<file path="src/rtl/cmos_pkg.sv">
// Package: shared index map and widths for the indexed register file.
// Assumes an 8-bit data path; the index width is set at the top level.
package cmos_pkg;
    localparam int DATA_W   = 8;
    localparam int IDX_A    = 10;
    localparam int IDX_B    = 11;
    localparam int IDX_C    = 12;
    localparam int IDX_D    = 13;
    localparam int FWD_LAST = IDX_B;
    localparam logic [DATA_W-1:0] RST_A = 8'h26;
    localparam logic [DATA_W-1:0] RST_B = 8'h02;
    localparam logic [DATA_W-1:0] RST_D = 8'h80;
endpackage

</file>
<file path="src/rtl/cmos_ctrl_regs.sv">
// Module: control registers A..D and the interrupt line.
// Does: applies the bus access rules (A bit 7 protected, C/D read-only,
// C read-clear) and merges sideband event and update-in-progress inputs.
// Assumes: strobes are single-cycle and qualified by the caller.
module cmos_ctrl_regs
    import cmos_pkg::*;
(
    input  logic              clk,
    input  logic              rst_n,
    input  logic              wr_a,
    input  logic              wr_b,
    input  logic [DATA_W-1:0] wr_data,
    input  logic              rd_c,
    input  logic [DATA_W-1:0] evt_set,
    input  logic              uip_set,
    input  logic              uip_clr,
    output logic [DATA_W-1:0] reg_a,
    output logic [DATA_W-1:0] reg_b,
    output logic [DATA_W-1:0] reg_c,
    output logic [DATA_W-1:0] reg_d,
    output logic              irq
);
    logic uip_q;
    logic [DATA_W-2:0] a_low_q;
    logic [DATA_W-1:0] b_q, c_q;
    logic irq_q;

    // Update-in-progress bit: SET write beats clear, clear beats set.
    always_ff @(posedge clk) begin
        if (!rst_n)                          uip_q <= RST_A[DATA_W-1];
        else if (wr_b && wr_data[DATA_W-1])  uip_q <= 1'b0;
        else if (uip_clr)                    uip_q <= 1'b0;
        else if (uip_set)                    uip_q <= 1'b1;
    end

    // Writable part of register A and all of register B.
    always_ff @(posedge clk) begin
        if (!rst_n) begin
            a_low_q <= RST_A[DATA_W-2:0];
            b_q     <= RST_B;
        end else begin
            if (wr_a) a_low_q <= wr_data[DATA_W-2:0];
            if (wr_b) b_q     <= wr_data;
        end
    end

    // Flag register C and the interrupt: OR in events, clear on read.
    always_ff @(posedge clk) begin
        if (!rst_n) begin
            c_q   <= '0;
            irq_q <= 1'b0;
        end else if (rd_c) begin
            c_q   <= evt_set;
            irq_q <= |evt_set;
        end else begin
            c_q   <= c_q | evt_set;
            irq_q <= irq_q | (|evt_set);
        end
    end

    assign reg_a = {uip_q, a_low_q};
    assign reg_b = b_q;
    assign reg_c = c_q;
    assign reg_d = RST_D;
    assign irq   = irq_q;

    AST_UIP_PROTECTED: assert property (@(posedge clk) disable iff (!rst_n)
        (wr_a && !wr_b && !uip_set && !uip_clr) |=> $stable(reg_a[DATA_W-1]));
    AST_SET_DROPS_UIP: assert property (@(posedge clk) disable iff (!rst_n)
        (wr_b && wr_data[DATA_W-1]) |=> !reg_a[DATA_W-1]);
    AST_READ_CLEARS_C: assert property (@(posedge clk) disable iff (!rst_n)
        (rd_c && evt_set == '0) |=> (reg_c == '0 && !irq));
    AST_IRQ_TRACKS_C: assert property (@(posedge clk) disable iff (!rst_n)
        irq == (reg_c != '0));
endmodule

</file>
<file path="src/rtl/cmos_cksum.sv">
// Module: sequential checksum engine over a contiguous byte range.
// Does: on start, reads one byte per cycle for LEN cycles and commits the
// 16-bit sum; the committed sum holds until the run ends. Start restarts.
// Assumes: the caller returns rd_byte for rd_off in the same cycle.
module cmos_cksum
    import cmos_pkg::*;
#(
    parameter int LEN = 30
) (
    input  logic                clk,
    input  logic                rst_n,
    input  logic                start,
    input  logic [DATA_W-1:0]   rd_byte,
    output logic [$clog2(LEN)-1:0] rd_off,
    output logic                busy,
    output logic [2*DATA_W-1:0] sum
);
    localparam int CNT_W = $clog2(LEN);
    localparam logic [CNT_W-1:0] CNT_LAST = CNT_W'(LEN - 1);

    logic [CNT_W-1:0]    cnt_q;
    logic                busy_q;
    logic [2*DATA_W-1:0] acc_q, sum_q;

    // Run control and accumulation, one byte per busy cycle.
    always_ff @(posedge clk) begin
        if (!rst_n) begin
            busy_q <= 1'b0;
            cnt_q  <= '0;
            acc_q  <= '0;
            sum_q  <= '0;
        end else if (start) begin
            busy_q <= 1'b1;
            cnt_q  <= '0;
            acc_q  <= '0;
        end else if (busy_q) begin
            if (cnt_q == CNT_LAST) begin
                busy_q <= 1'b0;
                sum_q  <= acc_q + {{DATA_W{1'b0}}, rd_byte};
            end else begin
                cnt_q <= cnt_q + 1'b1;
                acc_q <= acc_q + {{DATA_W{1'b0}}, rd_byte};
            end
        end
    end

    assign rd_off = cnt_q;
    assign busy   = busy_q;
    assign sum    = sum_q;

    AST_START_RAISES_BUSY: assert property (@(posedge clk) disable iff (!rst_n)
        start |=> busy);
    AST_SUM_ONLY_AT_END: assert property (@(posedge clk) disable iff (!rst_n)
        !$stable(sum_q) |-> $fell(busy_q));
endmodule

</file>
<file path="src/rtl/cmos_regfile.sv">
// Module: top of the indexed register file.
// Does: index/data byte port, the 128-byte store, backdoor writes, the
// read mux, checksum triggering and the forward strobe to neighbours.
// Assumes: bus_wr and bus_rd are never high together; bus_rd side effects
// (register C clear) take place at the clock edge while bus_rd is high.
module cmos_regfile
    import cmos_pkg::*;
#(
    parameter int IDX_W = 7,
    parameter int CK_FIRST = 16,
    parameter int CK_LAST  = 45
) (
    input  logic        clk,
    input  logic        rst_n,
    input  logic        bus_wr,
    input  logic        bus_rd,
    input  logic        bus_addr,
    input  logic [7:0]  bus_wdata,
    output logic [7:0]  bus_rdata,
    input  logic        bd_wr,
    input  logic [6:0]  bd_idx,
    input  logic [7:0]  bd_wdata,
    input  logic [7:0]  evt_set,
    input  logic        uip_set,
    input  logic        uip_clr,
    output logic        irq,
    output logic        cksum_busy,
    output logic [7:0]  ctl_a,
    output logic [7:0]  ctl_b,
    output logic        fwd_stb,
    output logic [3:0]  fwd_idx,
    output logic [7:0]  fwd_data
);
    localparam int DEPTH   = 1 << IDX_W;
    localparam int CK_LEN  = CK_LAST - CK_FIRST + 1;
    localparam int CK_HIB  = CK_LAST + 1;
    localparam int CK_LOB  = CK_LAST + 2;
    localparam int OFF_W   = $clog2(CK_LEN);

    logic [IDX_W-1:0]  idx_q;
    logic [DATA_W-1:0] mem [DEPTH];
    logic [DATA_W-1:0] reg_a, reg_b, reg_c, reg_d;
    logic [2*DATA_W-1:0] ck_sum;
    logic [OFF_W-1:0]  ck_off;
    logic [DATA_W-1:0] ck_byte;
    logic              dat_wr, dat_rd, ck_start;

    // True for indices owned by the plain byte store.
    function automatic logic is_plain(input logic [IDX_W-1:0] i);
        return !((int'(i) >= IDX_A && int'(i) <= IDX_D) ||
                 int'(i) == CK_HIB || int'(i) == CK_LOB);
    endfunction

    assign dat_wr   = bus_wr && bus_addr;
    assign dat_rd   = bus_rd && bus_addr;
    assign ck_start = bd_wr && int'(bd_idx) >= CK_FIRST && int'(bd_idx) <= CK_LAST;

    // Index latch written through the even address.
    always_ff @(posedge clk) begin
        if (!rst_n)                  idx_q <= '0;
        else if (bus_wr && !bus_addr) idx_q <= bus_wdata[IDX_W-1:0];
    end

    // Byte store: bus write first, backdoor overrides on the same index.
    always_ff @(posedge clk) begin
        if (!rst_n) begin
            for (int k = 0; k < DEPTH; k++) mem[k] <= '0;
        end else begin
            if (dat_wr && is_plain(idx_q))        mem[idx_q]  <= bus_wdata;
            if (bd_wr && is_plain(bd_idx))        mem[bd_idx] <= bd_wdata;
        end
    end

    // Forward strobe for time-of-day bytes and registers A/B.
    always_ff @(posedge clk) begin
        if (!rst_n) begin
            fwd_stb  <= 1'b0;
            fwd_idx  <= '0;
            fwd_data <= '0;
        end else begin
            fwd_stb  <= dat_wr && int'(idx_q) <= FWD_LAST;
            fwd_idx  <= idx_q[3:0];
            fwd_data <= bus_wdata;
        end
    end

    cmos_ctrl_regs u_ctrl (
        .clk     (clk),
        .rst_n   (rst_n),
        .wr_a    (dat_wr && int'(idx_q) == IDX_A),
        .wr_b    (dat_wr && int'(idx_q) == IDX_B),
        .wr_data (bus_wdata),
        .rd_c    (dat_rd && int'(idx_q) == IDX_C),
        .evt_set (evt_set),
        .uip_set (uip_set),
        .uip_clr (uip_clr),
        .reg_a   (reg_a),
        .reg_b   (reg_b),
        .reg_c   (reg_c),
        .reg_d   (reg_d),
        .irq     (irq)
    );

    assign ck_byte = mem[IDX_W'(CK_FIRST) + IDX_W'(ck_off)];

    cmos_cksum #(.LEN(CK_LEN)) u_ck (
        .clk     (clk),
        .rst_n   (rst_n),
        .start   (ck_start),
        .rd_byte (ck_byte),
        .rd_off  (ck_off),
        .busy    (cksum_busy),
        .sum     (ck_sum)
    );

    // Read mux: index port reads all ones, data port decodes the index.
    always_comb begin
        if (!bus_addr)                    bus_rdata = 8'hFF;
        else if (int'(idx_q) == IDX_A)    bus_rdata = reg_a;
        else if (int'(idx_q) == IDX_B)    bus_rdata = reg_b;
        else if (int'(idx_q) == IDX_C)    bus_rdata = reg_c;
        else if (int'(idx_q) == IDX_D)    bus_rdata = reg_d;
        else if (int'(idx_q) == CK_HIB)   bus_rdata = ck_sum[2*DATA_W-1:DATA_W];
        else if (int'(idx_q) == CK_LOB)   bus_rdata = ck_sum[DATA_W-1:0];
        else                              bus_rdata = mem[idx_q];
    end

    assign ctl_a = reg_a;
    assign ctl_b = reg_b;

    AST_INDEX_LATCH: assert property (@(posedge clk) disable iff (!rst_n)
        (bus_wr && !bus_addr) |=> idx_q == $past(bus_wdata[IDX_W-1:0]));
    AST_FWD_ON_TOD: assert property (@(posedge clk) disable iff (!rst_n)
        (dat_wr && int'(idx_q) <= FWD_LAST) |=> fwd_stb);
    AST_NO_BUS_TRIGGER: assert property (@(posedge clk) disable iff (!rst_n)
        (!cksum_busy && !bd_wr) |=> !cksum_busy);
endmodule

</file>
<file path="config.mk">
export PLATFORM = sky130hd
export DESIGN_NAME = cmos_regfile
export DESIGN_NICKNAME = d
export VERILOG_FILES = /design/src/rtl/cmos_pkg.sv /design/src/rtl/cmos_ctrl_regs.sv /design/src/rtl/cmos_cksum.sv /design/src/rtl/cmos_regfile.sv
export SDC_FILE = /design/constraint.sdc
export NUM_CORES = 2
export LEC_CHECK = 0
export BUFFER_PORTS_ARGS = -buffer_cell sky130_fd_sc_hd__buf_2
export CELL_PAD_IN_SITES_DETAIL_PLACEMENT = 0
export CELL_PAD_IN_SITES_GLOBAL_PLACEMENT = 2
export CORE_UTILIZATION = 51
export DETAILED_ROUTE_END_ITERATION = 10
export PLACE_DENSITY = 0.93
export SYNTH_ARGS = -nofsm -noshare
export SYNTH_HDL_FRONTEND = slang
export SYNTH_SLANG_ARGS = --single-unit
export TNS_END_PERCENT = 30
</file>
<file path="constraint.sdc">
create_clock -name clk -period 12.4 [get_ports clk]
set_input_delay 2.48 -clock clk [delete_from_list [all_inputs] [get_ports clk]]
set_output_delay 2.48 -clock clk [all_outputs]
set_load 0.02 [all_outputs]
</file>
==> impl_metrics.py <==
metrics = {
    "global_route": {
        "use_met1_pct": 43.1,
        "grt_pass1_vias": 38656,
        "track_usage_pct": 32.1,
        "grt_use_met2_pct": 49.7,
        "grt_overflow": 0,
        "grt_antenna_before_repair": 5,
        "grt_max_degree": 119,
        "use_met3_pct": 7.40,
        "grt_busiest_layer": "met2",
        "grt_pass1_wl_um": 276000,
    },
    "sta": {
        "setup_viol": 0,
        "setup_slack_ps": 4130,
        "skew_ps": 16.1,
        "period_minus_slack_ps": 8270,
        "maxSlewViolCount": 0,
        "worst_pin_slew_ps": 1300,
        "rsz0062_at_grt": "no",
        "fmax_mhz": 121,
        "post-route-period-util_pct": 66.7,
        "finalSetupTns_ps": 0,
        "whs_ps": 461,
        "hold_viol_final": 0,
        "slew-limit-headroom_pct": 13.1,
    },
    "placed_design": {
        "port-buffer-count": 77,
        "routabilityCongestion": 0.925,
        "dp_hpwl_um": 117000,
        "placed_area_um2": 61200,
        "dpl_worst_slack_ps": 4920,
    },
    "power_and_ir_drop": {
        "p_switching_mw": 2.15,
        "p_comb_share_pct": 9.2,
        "pwr-share-clk_pct": 40.1,
        "vdd_drop_max_mv": 0.116,
        "power.leakage_nw": 22.7,
        "pwr-share-seq_pct": 50.7,
        "intPower_mw": 6.43,
        "p_per_area_nw_per_um2": 132,
        "swShare_pct": 25.0,
    },
    "cts": {
        "clk_pin_slew_worst_paths_ps": 60,
        "cts.sinks": 1114,
        "cts_buffers": 115,
        "cts_resized": 0,
        "cts-hold-fix-buffers": 0,
        "h-tree-depth": 3,
        "post_cts_buffers": 0,
        "cts-root-buf": "clkbuf_16",
        "worstSkewPairLatency_ps": 720,
        "cts_tree": "yes",
        "clockBufferDepth": 3,
    },
    "logic_synthesis": {
        "yosysMostFrequentCell": "edfxtp_1",
        "postSynthCellCount": 4117,
        "yosys-top-cells-area": "edfxtp_1, a22o_1, mux4_2",
        "synth_edf_count": 1024,
        "yosysTopAreaCellShare_pct": 51.3,
        "ys_top_cells_by_count": "edfxtp_1, a22o_1, mux4_2",
        "async_flop_share_pct": 0,
        "ys_types": 81,
        "yosys.area.top_type": "edfxtp_1",
        "ys_seq_area_share_pct": 54.3,
        "syn_area_um2": 59900,
        "ys.flop_type": "edfxtp_1",
        "synth-seq-cells": 1114,
        "yosysWarnings": 0,
        "syn_area_per_cell_um2": 14.6,
    },
    "layout": {
        "drive_above_1_share_pct": 23.3,
        "final_nets": 4063,
        "areaGrowthSynthToFinish_pct": 8.24,
        "post-route-cell-area_um2": 64800,
    },
    "critical_path": {
        "crit_required_ps": 9920,
        "ff2ff_path_depth": 13,
        "startpoint_type": "flop",
        "cp_max_fo": 84,
        "path_class": "reg2out",
        "endpoint_kind": "output pin",
        "worstPathArrival_ps": 5790,
    },
    "floorplan": {
        "die_area_um2": 119000,
        "die_y_um": 345,
        "placementRows": 125,
        "io_pins": 78,
        "start_util_pct": 51.5,
        "die_x_um": 345,
        "fp.coreArea_um2": 116000,
    },
    "route": {
        "antenna_left": 0,
        "vias": 40614,
        "drtIter0Drc": 5155,
        "drc_errors": 0,
        "wire_per_inst_um": 34.0,
        "wirelength_um": 191000,
        "vias_per_cell": 7.22,
        "firstDrtPassIters": 5,
    },
    "outcome": {
        "outcome": "finished, final reports clean",
    },
    "min_path": {
        "min_path_cells": 2,
        "hp-class": "reg2reg",
    },
    "job": {
        "maxCapViolations": 0,
    },
}
## kinds of logic after synthesis
kind of cell / after synthesis / synth area share (%)
adder cells (fa/ha/maj): 11 / 0.242
other: 1 / 0.00626
multiplexers: 450 / 14.2
flip-flops: 1114 / 54.3
XOR/XNOR: 20 / 0.292
AND/OR/NAND/NOR: 884 / 10.7
AO/OA/AOI/OAI: 1213 / 17.0
buffers and inverters: 424 / 3.14
## final cells by class
cell class,count,area (um2)
multi-input combinational,2626,25700
fill,9147,51500
tap,1524,1910
antenna,1,2.50
clock inverter,56,508
clock buffer,150,3130
timing repair buffer,139,961
inverter,17,63.8
sequential,1114,32600
## cells in the final DEF, fill, tap and decap left out, types with 19 or more instances in the layout
master,Yosys,routed
edfxtp_1,1024,1024
a22o_1,984,984
mux4_2,317,317
nand2_1,259,259
nand3b_1,123,123
clkbuf_16,0,118
nor2_2,94,99
nor2_8,95,95
nor2_1,98,93
dfxtp_1,90,83
mux2i_1,82,82
buf_4,21,68
buf_2,47,60
mux2_2,51,51
a21oi_1,49,49
nor2_4,48,48
conb_1,1,48
o21ai_0,35,35
nand3_1,24,24
a221oi_1,24,24
clkbuf_1,301,24
nor3_1,25,22
o22ai_1,22,22
nor2b_1,20,20
a22oi_1,20,20
clkinv_1,1,19
and2_1,19,19
clkinv_2,0,19
## state kept, by name (all words and copies together), names as in the netlist, named ones only
signal / flops
u_ck.acc_q: 16
fwd_stb: 1
mem: 1024
u_ctrl.irq: 1
u_ck.busy: 1
u_ck.sum: 16
u_ctrl.uip_q: 1
fwd_idx: 4
fwd_data: 8
u_ck.rd_off: 5
u_ctrl.a_low_q: 7
u_ctrl.reg_b: 8
idx_q: 7
u_ctrl.reg_c: 8
## worst max-delay path: stages (launching register included)
cell and delay, ps:
dfxtp_4 840, buf_12 520, buf_4 740, mux4_2 600, a22o_1 270, nor3_1 250
a31oi_1 170, a221oi_1 970, o21ai_0 270, buf_2 220
## routing by layer
metal	share of wire, %	up-vias
met3	12	493
li1	-	16739
met1	37	20585
met4	5.1	6
met5	0.021	-
met2	46	2791
## metrics by stage
step                      instances  utilization, %  power [mW]
after global placement         5420            52.6        5.18
after floorplan                4164               -        4.87
final                          5627            55.7        8.58
after global routing           5626            55.7        8.74
after detailed placement       5420            52.6        5.19
after CTS                      5626            55.7        8.56
## final timing paths
check                                      to  slack (ps)           start
worst max-delay path             bus_rdata[6]        4130            flop
worst min-delay path            u_ck.acc_q[6]         460   u_ck.acc_q[6]
worst max register to register   u_ck.sum[10]        7080  u_ck.rd_off[0]
worst min register to register  u_ck.acc_q[6]         460   u_ck.acc_q[6]
## power by group through the flow
| stage | sequential [mW] | combinational (mW) | clock [mW] |
|---|---|---|---|
| floorplan | 4.37 | 0.506 | 0 |
| global placement | 4.41 | 0.762 | 0 |
| detailed placement | 4.42 | 0.770 | 0 |
| CTS | 4.34 | 0.771 | 3.44 |
| global route | 4.36 | 0.809 | 3.58 |
| finish | 4.35 | 0.793 | 3.44 |
No activity file was read; power rests on OpenSTA's default activity.
